File: src/rtl/padj_pkg.sv
package padj_pkg;
  typedef enum logic [1:0] {
    REQ_NONE = 2'd0,
    REQ_DEL  = 2'd1,
    REQ_INS  = 2'd2
  } req_e;
endpackage

File: src/rtl/padj_slot_gen.sv
module padj_slot_gen (
  input  logic clk_i,
  input  logic rst_ni,
  output logic main_slot_o,
  output logic aux_slot_o
);
  logic ph_q;

  always_ff @(posedge clk_i or negedge rst_ni) begin
    if (!rst_ni) ph_q <= 1'b0;
    else         ph_q <= ~ph_q;
  end

  assign main_slot_o = ~ph_q;
  assign aux_slot_o  = ph_q;

  AST_SLOT_ALT: assert property (@(posedge clk_i) disable iff (!rst_ni)
    main_slot_o |=> aux_slot_o);
  AST_AUX_ALT: assert property (@(posedge clk_i) disable iff (!rst_ni)
    aux_slot_o |=> main_slot_o);
endmodule

File: src/rtl/padj_req_ctrl.sv
module padj_req_ctrl
  import padj_pkg::*;
(
  input  logic clk_i,
  input  logic rst_ni,
  input  logic lead_i,
  input  logic lag_i,
  input  logic main_slot_i,
  input  logic aux_slot_i,
  output req_e pend_o
);
  req_e pend_q;
  logic applied;

  assign applied = ((pend_q == REQ_DEL) && main_slot_i) ||
                   ((pend_q == REQ_INS) && aux_slot_i);

  always_ff @(posedge clk_i or negedge rst_ni) begin
    if (!rst_ni) begin
      pend_q <= REQ_NONE;
    end else if (pend_q == REQ_NONE) begin
      if (lead_i && !lag_i)      pend_q <= REQ_DEL;
      else if (lag_i && !lead_i) pend_q <= REQ_INS;
    end else if (applied) begin
      pend_q <= REQ_NONE;
    end
  end

  assign pend_o = pend_q;

  AST_BOTH_IGN: assert property (@(posedge clk_i) disable iff (!rst_ni)
    (lead_i && lag_i && pend_q == REQ_NONE) |=> pend_q == REQ_NONE);
  AST_BUSY_IGN: assert property (@(posedge clk_i) disable iff (!rst_ni)
    (pend_q != REQ_NONE && !applied) |=> pend_q == $past(pend_q));
  AST_SPENT: assert property (@(posedge clk_i) disable iff (!rst_ni)
    applied |=> pend_q == REQ_NONE);
endmodule

File: src/rtl/padj_divider.sv
module padj_divider #(
  parameter int unsigned DIV = 20
) (
  input  logic clk_i,
  input  logic rst_ni,
  input  logic en_i,
  output logic sym_clk_o,
  output logic tick_o
);
  localparam int unsigned CW   = $clog2(DIV);
  localparam int unsigned HALF = DIV / 2;
  localparam logic [CW-1:0] LAST = CW'(DIV - 1);

  logic [CW-1:0] cnt_q;
  logic          tick_q;

  always_ff @(posedge clk_i or negedge rst_ni) begin
    if (!rst_ni) begin
      cnt_q  <= '0;
      tick_q <= 1'b0;
    end else begin
      tick_q <= en_i && (cnt_q == LAST);
      if (en_i) cnt_q <= (cnt_q == LAST) ? '0 : cnt_q + 1'b1;
    end
  end

  assign sym_clk_o = (cnt_q < CW'(HALF));
  assign tick_o    = tick_q;

  AST_HOLD: assert property (@(posedge clk_i) disable iff (!rst_ni)
    !en_i |=> $stable(cnt_q));
  AST_STEP: assert property (@(posedge clk_i) disable iff (!rst_ni)
    (en_i && cnt_q != LAST) |=> cnt_q == CW'($past(cnt_q) + 1'b1));
  AST_NO_OVERFLOW: assert property (@(posedge clk_i) disable iff (!rst_ni)
    cnt_q <= LAST);
  AST_TICK_ZERO: assert property (@(posedge clk_i) disable iff (!rst_ni)
    tick_o |-> cnt_q == '0);
endmodule

File: src/rtl/padj_phase_steer.sv
module padj_phase_steer
  import padj_pkg::*;
#(
  parameter int unsigned DIV = 20
) (
  input  logic clk_i,
  input  logic rst_ni,
  input  logic lead_i,
  input  logic lag_i,
  output logic sym_clk_o,
  output logic tick_o
);
  logic main_slot, aux_slot, cnt_en;
  req_e pend;

  padj_slot_gen u_slot (
    .clk_i       (clk_i),
    .rst_ni      (rst_ni),
    .main_slot_o (main_slot),
    .aux_slot_o  (aux_slot)
  );

  padj_req_ctrl u_req (
    .clk_i       (clk_i),
    .rst_ni      (rst_ni),
    .lead_i      (lead_i),
    .lag_i       (lag_i),
    .main_slot_i (main_slot),
    .aux_slot_i  (aux_slot),
    .pend_o      (pend)
  );

  // merged stream: main pulses unless swallowed, aux pulse only on insert
  assign cnt_en = (main_slot && (pend != REQ_DEL)) ||
                  (aux_slot && (pend == REQ_INS));

  padj_divider #(.DIV(DIV)) u_div (
    .clk_i     (clk_i),
    .rst_ni    (rst_ni),
    .en_i      (cnt_en),
    .sym_clk_o (sym_clk_o),
    .tick_o    (tick_o)
  );

  AST_TICK_HIGH: assert property (@(posedge clk_i) disable iff (!rst_ni)
    tick_o |-> sym_clk_o);
  AST_DEL_SWALLOW: assert property (@(posedge clk_i) disable iff (!rst_ni)
    (main_slot && pend == REQ_DEL) |-> !cnt_en);
  AST_INS_INJECT: assert property (@(posedge clk_i) disable iff (!rst_ni)
    (aux_slot && pend == REQ_INS) |-> cnt_en);
  AST_TICK_SINGLE: assert property (@(posedge clk_i) disable iff (!rst_ni)
    tick_o |=> !tick_o);
endmodule

File: config.mk
export PLATFORM = sky130hd
export DESIGN_NAME = padj_phase_steer
export DESIGN_NICKNAME = d
export VERILOG_FILES = /design/src/rtl/padj_pkg.sv /design/src/rtl/padj_slot_gen.sv /design/src/rtl/padj_req_ctrl.sv /design/src/rtl/padj_divider.sv /design/src/rtl/padj_phase_steer.sv
export SDC_FILE = /design/constraint.sdc
export NUM_CORES = 1
export LEC_CHECK = 0
export ABC_CLOCK_PERIOD_IN_PS = 1200
export BUFFER_PORTS_ARGS = -buffer_cell sky130_fd_sc_hd__buf_2
export CAP_MARGIN = 20
export CORE_AREA = 4 4 45 51
export CTS_CLUSTER_DIAMETER = 150
export DETAILED_ROUTE_END_ITERATION = 7
export DIE_AREA = 0 0 49 55
export PLACE_DENSITY = 0.53
export SYNTH_ARGS = -nofsm -noshare
export SYNTH_HDL_FRONTEND = slang
export SYNTH_SLANG_ARGS = --single-unit
File: constraint.sdc
create_clock -name clk_i -period 1.2 [get_ports clk_i]
set_input_delay 0.18 -clock clk_i [delete_from_list [all_inputs] [get_ports clk_i]]
set_output_delay 0.18 -clock clk_i [all_outputs]
set_load 0.02 [all_outputs]
==> results.json, run 1 <==
{
  "fin_skew_ns": 0.00222,
  "grt_pass1_wl_um": 1990,
  "die_w_um": 49,
  "powerDensity_nw_per_um2": 754,
  "synth_most_common_cell": "dfrtp_1",
  "rows": 16,
  "finalWorstSetupSlack_ns": -0.208,
  "crit_path_cell_trace": "buf_6, o21a_1, nor2_2, buf_6",
  "rsz0062_at_grt": "yes",
  "slew_viol_final": 0,
  "synth_common_cells": "9 x dfrtp_1, 4 x inv_1, 3 x mux2_2, 3 x nor2_1",
  "htreeDepth": 1,
  "swShare_pct": 22.5,
  "design.core.area_um2": 1760,
  "drc": 0,
  "synth_area_um2": 515,
  "antenna_found_initial": 0,
  "avgViaCountPerCell": 4.99,
  "cts_sinks": 9,
  "pwr-share-comb_pct": 3.5,
  "ys_seq_area_share_pct": 43.7,
  "post-place-ws_ns": -0.0585,
  "path_max_fanout": 3,
  "async_flop_share_pct": 100,
  "p_int_uw": 441,
  "max_slew_margin_pct": 81.8,
  "synth.area.top_cells": "dfrtp_1 44%, mux2_2 6.6%, a2111oi_4 5.3%",
  "fmax_mhz": 710,
  "synth_top_area_share_pct": 43.7,
  "dr.pass1.iters": 1,
  "place_area_um2": 653,
  "hold_viol": 0,
  "ys.flop_type": "dfrtp_1",
  "initial_core_util_pct": 29.3,
  "gr-total-overflow": 0,
  "io_buffers": 5,
  "cts.clk_slew.worst_paths_ns": 0.06,
  "clockPowerShare_pct": 43.2,
  "ys_types": 25,
  "track_usage_pct": 10.6,
  "clock_latency_ns": 0.27,
  "grt_max_degree": 10,
  "num-nets-final": 74,
  "avgSynthCellArea_um2": 11.5,
  "period_share_pct": 117,
  "die_h_um": 55,
  "setup_tns_ns": -0.373,
  "switching_power_uw": 128,
  "finalWeightedCongestion": 0.690,
  "drtIter0Drc": 0,
  "cp.required_ns": 1.02,
  "power_leakage_uw": 0.000324,
  "violations": "setup timing",
  "min_path_cells": 3,
  "worst_path_max_delay_cell": "dfrtp_1",
  "finalCriticalPeriod_ns": 1.41,
  "post-route-util_pct": 42.8,
  "ioPinCount": 6,
  "crit_type": "flop to primary output",
  "synth-edff-count": 0,
  "area_growth_pct": 46.4,
  "hpwlAfterDp_um": 751,
  "syn_inst": 45,
  "cts-root-buf": "clkbuf_4",
  "peakVddDrop_mv": 0.328,
  "r2r_cells": 3,
  "cp_data_arrival_time_ns": 1.23,
  "hold_class": "input port to flop",
  "cp-end-kind": "primary output",
  "yosysWarnings": 0,
  "vias": 424,
  "worst_setup_path_start_kind": "flop",
  "whs_ns": 0.262,
  "ys_ff_latch": 9,
  "status": "finished, violations left",
  "max_cap_violations": 0,
  "cts_inserted_buffers": 3,
  "power_frac_seq_pct": 53.3,
  "n_antenna_cell": 0,
  "setup_violations": 5,
  "stdcell_area_um2": 754,
  "max_stage_delay_ns": 0.42,
  "dieArea_um2": 2700,
  "worst_path_most_repeated_cell": "buf_6",
  "antenna_left": 0,
  "tritoncts": "done",
  "drive_gt1_share_pct": 53.7,
  "worst_pin_slew_ns": 0.272,
  "yosysTopAreaCell": "dfrtp_1",
  "grt_pass1_vias": 453,
  "clockBufferDepth": 2,
  "wirelength_um": 1180,
  "routedWlPerCell_um": 13.9,
  "synth.net_count": 51
}
final timing paths:
check	start	to	slack [ns]
max in group asynchronous	rst_ni	u_req.pend_o[1]$_DFFE_PN0P_	0.71
max reg2reg	u_slot.aux_slot_o$_DFF_PN0_	u_div.cnt_q[0]$_DFFE_PN0P_	-0.04
min reg2reg	u_slot.aux_slot_o$_DFF_PN0_	u_slot.aux_slot_o$_DFF_PN0_	0.49
min	lead_i	u_req.pend_o[1]$_DFFE_PN0P_	0.26
max	u_div.cnt_q[2]$_DFFE_PN0P_	sym_clk_o	-0.21
min in group asynchronous	rst_ni	u_div.cnt_q[1]$_DFFE_PN0P_	0.29
kinds of logic (layout without fill, tap and decap cells):
group,after synthesis,in the layout,share of synthesized area (%)
flops,9,9,43.7
xor+xnor,1,1,1.70
simple gates,15,15,18.9
fa+ha+maj,2,2,4.85
compound gates,10,10,20.6
buf+inv,5,27,3.64
mux,3,3,6.55
final cells by class:
class | instances | area, um^2
clock buffers | 4 | 26.3
multi-input cells | 31 | 309
well taps | 18 | 22.5
flip-flops and latches | 9 | 226
fillers | 179 | 1010
repair buffers | 19 | 155
inverters | 4 | 15.0
repair_timing:
item / 4_1_cts / 5_1_grt
hold buffers: 1 / 0
buffers inserted: 1 / 2
pin swaps: 1 / 1
cloned: 0 / 0
gates resized for setup: 5 / 5
hold endpoints to repair: 9 / 0
setup endpoints to repair: 5 / 6
layout by cell type (no fill, tap or decap), types with 3 or more instances in the layout:
master    instances
inv_1             4
clkbuf_4          3
buf_4            11
buf_2             4
dfrtp_1           8
critical path, delay by kind of cell, from the launching register on:
kind            cells  cell delay, ns
flops               1            0.42
buf+inv             2            0.26
compound gates      1            0.16
simple gates        1            0.11
per-stage QoR:
step / power, uW / instances
floorplan: 314 / 45
detailed placement: 325 / 77
CTS: 580 / 83
global route: 593 / 85
finish: 569 / 85
global placement: 325 / 77
registers in the layout, indices dropped and copies added, names as in the netlist:
name               flops
u_div.cnt_q            5
u_div.tick_o           1
u_req.pend_o           2
u_slot.aux_slot_o      1
metal layers:
layer  wire length [um]  up-vias  track usage (%)
met1                538      204             11.4
met5                  0        -                0
met3                 56        7             4.56
li1                   -      203                -
met2                534       10             16.1
met4                 55        0             9.42
power by group through the flow:
stage | clock network (uW) | logic [uW] | registers, uW
2_1_floorplan | 0 | 4.55 | 309
3_3_place_gp | 0 | 15.8 | 309
3_5_place_dp | 0 | 16.3 | 309
4_1_cts | 258 | 18.9 | 303
5_1_grt | 267 | 23.1 | 303
6_report | 246 | 19.7 | 303
Power figures use the tool's default switching activity.
==> inputs of run 2 (changes only) <==
Settings changed: CORE_AREA 4 4 45 51 to 2 2 43 49, DIE_AREA 0 0 49 55 to 0 0 45 51.
==> run 2 against run 1 <==
  * The flow still finishes with violations (setup timing)
  * Combinational power about the same
  * Clock skew grew 0.0076 ns
  * Sequential share of layout area about the same
  * Count of clock-buffer cells in the layout unchanged
  * Clock power fell by 2%
  * Sequential cell count stayed put
  * First-iteration DRC count is the same
  * Non-clock buffer count fell by 2
  * Design area decreased by 0.17%
  * Critical path type unchanged
==> results.json, run 2 (synthesized netlist as in run 1, its figures left out) <==
{
  "die_h_um": 51,
  "n_antenna_cell": 0,
  "finalWorstSetupSlack_ns": -0.145,
  "hold_viol": 0,
  "vias": 400,
  "p_int_uw": 440,
  "dr.pass1.iters": 1,
  "stdcell_area_um2": 753,
  "setup_violations": 5,
  "die_w_um": 45,
  "tritoncts": "done",
  "place_area_um2": 639,
  "clockPowerShare_pct": 42.8,
  "routedWlPerCell_um": 11.6,
  "hpwlAfterDp_um": 723,
  "design.core.area_um2": 1870,
  "grt_pass1_vias": 384,
  "worst_setup_path_start_kind": "flop",
  "worst-path-buf-inv": 2,
  "cts_sinks": 9,
  "switching_power_uw": 124,
  "ioPinCount": 6,
  "largest_reg_flops": 5,
  "drtIter0Drc": 0,
  "max_slew_margin_pct": 83.5,
  "hold_class": "input port to flop",
  "finalCriticalPeriod_ns": 1.34,
  "dieArea_um2": 2300,
  "setup_tns_ns": -0.417,
  "whs_ns": 0.265,
  "violations": "setup timing",
  "antenna_found_initial": 0,
  "rows": 17,
  "crit_family": "flip-flops",
  "gr-total-overflow": 0,
  "worst_pin_slew_ns": 0.246,
  "path_max_fanout": 2,
  "initial_core_util_pct": 27.5,
  "cts.clk_slew.worst_paths_ns": 0.07,
  "layout_common_cells": "9 x buf_4, 8 x dfrtp_1, 4 x inv_1, 4 x buf_2",
  "fmax_mhz": 744,
  "powerDensity_nw_per_um2": 749,
  "largest_register": "u_div.cnt_q",
  "worst_path_max_delay_cell": "dfrtp_1",
  "period_share_pct": 112,
  "swShare_pct": 22.0,
  "avgViaCountPerCell": 4.76,
  "crit_type": "flop to primary output",
  "grt_max_degree": 10,
  "cp.required_ns": 1.02,
  "cts_inserted_buffers": 3,
  "n_fill_cell": 192,
  "clockBufferDepth": 2,
  "power_frac_seq_pct": 53.7,
  "antenna_left": 0,
  "finalWeightedCongestion": 0.701,
  "power_leakage_uw": 0.000312,
  "clock_latency_ns": 0.27,
  "max_stage_delay_ns": 0.40,
  "drive_gt1_share_pct": 52.3,
  "wirelength_um": 975,
  "max_cap_violations": 0,
  "cp_data_arrival_time_ns": 1.16,
  "final_common_cell": "buf_4",
  "drc": 0,
  "status": "finished, violations left",
  "grt_pass1_wl_um": 1660,
  "num-nets-final": 72,
  "peakVddDrop_mv": 0.509,
  "slew_viol_final": 0,
  "pwr-share-comb_pct": 3.5,
  "rsz0062_at_grt": "yes",
  "htreeDepth": 1,
  "cp-end-kind": "primary output",
  "post-route-util_pct": 40.2,
  "area_growth_pct": 46.1,
  "fin_skew_ns": 0.00979,
  "crit_path_cell_trace": "buf_6, o21a_1, nor2_1, buf_4",
  "track_usage_pct": 10.7,
  "io_buffers": 5,
  "cts-root-buf": "clkbuf_4"
}
[run 2: layout make-up]
type                    count  area (um^2)  share of cell area [%]
inverters                   4         15.0                    1.99
clock buffers               4         26.3                    3.49
flip-flops and latches      9          226                    30.1
multi-input cells          31          322                    42.7
repair buffers             17          140                    18.6
well taps                  19         23.8                    3.16
[run 2: what timing repair did]
action | CTS | global route
hold buffers | 1 | 0
hold endpoints to repair | 9 | 0
pin swaps | 3 | 1
resized for setup | 6 | 5
endpoints found under the setup margin | 5 | 8
buffers inserted | 3 | 0
[run 2: final timing paths]
path	from	endpoint	slack (ns)	depth (start not counted)
min in group asynchronous	rst_ni	u_div.cnt_q[2]$_DFFE_PN0P_	0.29	2
max in group asynchronous	rst_ni	u_req.pend_o[1]$_DFFE_PN0P_	0.69	2
worst min register to register	u_slot.aux_slot_o$_DFF_PN0_	u_slot.aux_slot_o$_DFF_PN0_	0.50	1
worst max-delay path	u_div.cnt_q[2]$_DFFE_PN0P_	sym_clk_o	-0.14	4
worst max register to register	u_div.cnt_q[1]$_DFFE_PN0P_	u_div.cnt_q[1]$_DFFE_PN0P_	-0.10	5
worst min-delay path	lead_i	u_req.pend_o[1]$_DFFE_PN0P_	0.27	3
[run 2: per-layer routing]
layer	vias up	global-route usage, %	routed length, um
li1	202	-	-
met1	187	12.1	440
met2	7	15.5	463
met3	4	3.18	30
met4	0	10.3	41
met5	-	0	0
[run 2: power groups by stage]
stage | Combinational (uW) | Clock [uW] | Sequential, uW
2_1_floorplan | 4.55 | 0 | 309
3_3_place_gp | 16.1 | 0 | 309
3_5_place_dp | 16.3 | 0 | 309
4_1_cts | 18.8 | 252 | 303
5_1_grt | 22.1 | 274 | 303
6_report | 19.5 | 242 | 303
[run 2: worst register-to-register path: cells and delay by family, from the launching register on]
family | cells | cell delay (ns)
simple gates | 2 | 0.31
mux | 1 | 0.26
flops | 1 | 0.36
fa+ha+maj | 1 | 0.12
buf+inv | 1 | 0.13
[run 2: through the flow]
stage	setup WS [ns]	std cells	total power (uW)
CTS	-0.182	84	574
finish	-0.145	84	564
global placement	-0.0466	76	325
floorplan	0.00306	45	314
detailed placement	-0.0741	76	325
global route	-0.241	84	599
==> inputs of run 3 (changes only) <==
Settings changed: ABC_CLOCK_PERIOD_IN_PS 1200 to 1700, HOLD_SLACK_MARGIN set to 0.12, PLACE_DENSITY 0.53 to 0.52.
Clock period 1.2 ns to 1.7 ns, I/O delays scaled along.
==> run 3 against run 2 <==
  * Design area down 21%
  * Sequential share of layout area up 7.7 points
  * Sequential cell count unchanged
  * Clock skew up 0.0030 ns
  * Global-route usage down 0.056 points
  * Critical path type unchanged
  * Die area unchanged
  * Critical path depth down 1
  * The flow now finishes without violations
  * Via count down 13%
==> results.json, run 3 (synthesized netlist as in run 1, its figures left out) <==
{
  "status": "finished clean",
  "wirelength_um": 884,
  "clockBufferDepth": 2,
  "htreeDepth": 1,
  "die_w_um": 45,
  "gr-total-overflow": 0,
  "num-nets-final": 61,
  "cp_data_arrival_time_ns": 1.15,
  "grt_pass1_vias": 342,
  "vias": 347,
  "hold_class": "input port to flop",
  "min_path_cells": 3,
  "cts.clk_slew.worst_paths_ns": 0.06,
  "peakVddDrop_mv": 0.268,
  "max_slew_margin_pct": 76.2,
  "antenna_left": 0,
  "worst_setup_path_start_kind": "flop",
  "fin_skew_ns": 0.0128,
  "period_share_pct": 82.7,
  "worst_pin_slew_ns": 0.357,
  "drc": 0,
  "cts-root-buf": "clkbuf_4",
  "max_cap_violations": 0,
  "die_h_um": 51,
  "r2r_cells": 4,
  "final_common_cell": "dfrtp_1",
  "cts_inserted_buffers": 3,
  "track_usage_pct": 10.7,
  "layout_common_cells": "9 x dfrtp_1, 5 x buf_2, 4 x inv_1",
  "crit_type": "flop to primary output",
  "multi_input_area_um2": 272,
  "avgViaCountPerCell": 4.75,
  "fin_cells": 73,
  "power_leakage_uw": 0.000243,
  "dieArea_um2": 2300,
  "path_max_fanout": 8,
  "hp-start": "lead_i",
  "dpl.cell_count": 68,
  "grt_pass1_wl_um": 1590,
  "n_fill_cell": 205,
  "n_antenna_cell": 0,
  "cts_sinks": 9,
  "tritoncts": "done",
  "design.core.area_um2": 1870,
  "powerDensity_nw_per_um2": 670,
  "rsz0062_at_grt": "no",
  "cp.required_ns": 1.44,
  "area_growth_pct": 15.8,
  "hold_viol": 0,
  "rows": 17,
  "largest_reg_flops": 5,
  "r2r-start": "u_div.cnt_q[1]$_DFFE_PN0P_",
  "cts.repair.resized": 0,
  "slew_viol_final": 0,
  "seq_area_um2": 225,
  "clock_latency_ns": 0.27,
  "fmax_mhz": 711,
  "grt_max_degree": 10,
  "dr.pass1.iters": 4,
  "initial_core_util_pct": 27.5,
  "routedWlPerCell_um": 12.1,
  "antenna_found_initial": 0,
  "crit_start": "u_div.cnt_q[2]$_DFFE_PN0P_",
  "setup_tns_ns": 0,
  "setup_violations": 0,
  "io_buffers": 5,
  "drtIter0Drc": 2,
  "ioPinCount": 6,
  "cp-end-kind": "primary output",
  "hpwlAfterDp_um": 620,
  "finalCriticalPeriod_ns": 1.41,
  "drive_gt1_share_pct": 33.3,
  "largest_register": "u_div.cnt_q",
  "finalWeightedCongestion": 0.666
}
[run 3: timing repair]
action	in CTS	in global routing
endpoints found under the hold margin	9	0
hold buffers	1	0
buffers inserted	0	0
endpoints found under the setup margin	0	0
[run 3: per-stage QoR]
stage	worst slack, ns	area, um^2	total power (uW)	hold slack (ns)	util [%]
2_1_floorplan	0.472	515	221	-0.0406	-
3_3_place_gp	0.428	561	229	0.123	29.9
3_5_place_dp	0.413	561	230	0.124	29.9
4_1_cts	0.270	597	412	0.336	31.9
5_1_grt	0.197	597	427	0.345	31.9
6_report	0.294	597	400	0.336	31.9
[run 3: worst paths after layout]
check,endpoint,slack [ns]
min reg2reg,u_slot.aux_slot_o$_DFF_PN0_,0.48
max,sym_clk_o,0.29
max reg2reg,u_div.cnt_q[2]$_DFFE_PN0P_,0.41
max in group asynchronous,u_div.cnt_q[0]$_DFFE_PN0P_,1.15
min,u_req.pend_o[1]$_DFFE_PN0P_,0.34
min in group asynchronous,u_req.pend_o[0]$_DFFE_PN0P_,0.36
[run 3: cell type report]
| cell class | count | area share, % |
|---|---|---|
| clock buffer | 4 | 4.40 |
| tap | 19 | 3.98 |
| multi-input combinational | 31 | 45.5 |
| inverter | 4 | 2.52 |
| sequential | 9 | 37.7 |
| timing repair buffer | 6 | 5.87 |
[run 3: per-layer routing]
layer | share of wire, % | GRT usage, % | vias up
li1 | - | - | 178
met1 | 46 | 11.7 | 159
met2 | 47 | 15.0 | 6
met3 | 4.0 | 4.24 | 4
met4 | 3.1 | 10.3 | 0
met5 | 0 | 0 | -
[run 3: where the power goes]
group / switching (uW) / internal (uW)
Combinational: 7.03 / 5.58
Clock: 82.4 / 90.6
Sequential: 0 / 214
Total: 89.5 / 310
[run 3: critical path, stage by stage, from the launching register on]
cell and delay [ns]:
dfrtp_1 0.45, o21a_1 0.20, nor2_1 0.08, buf_2 0.16
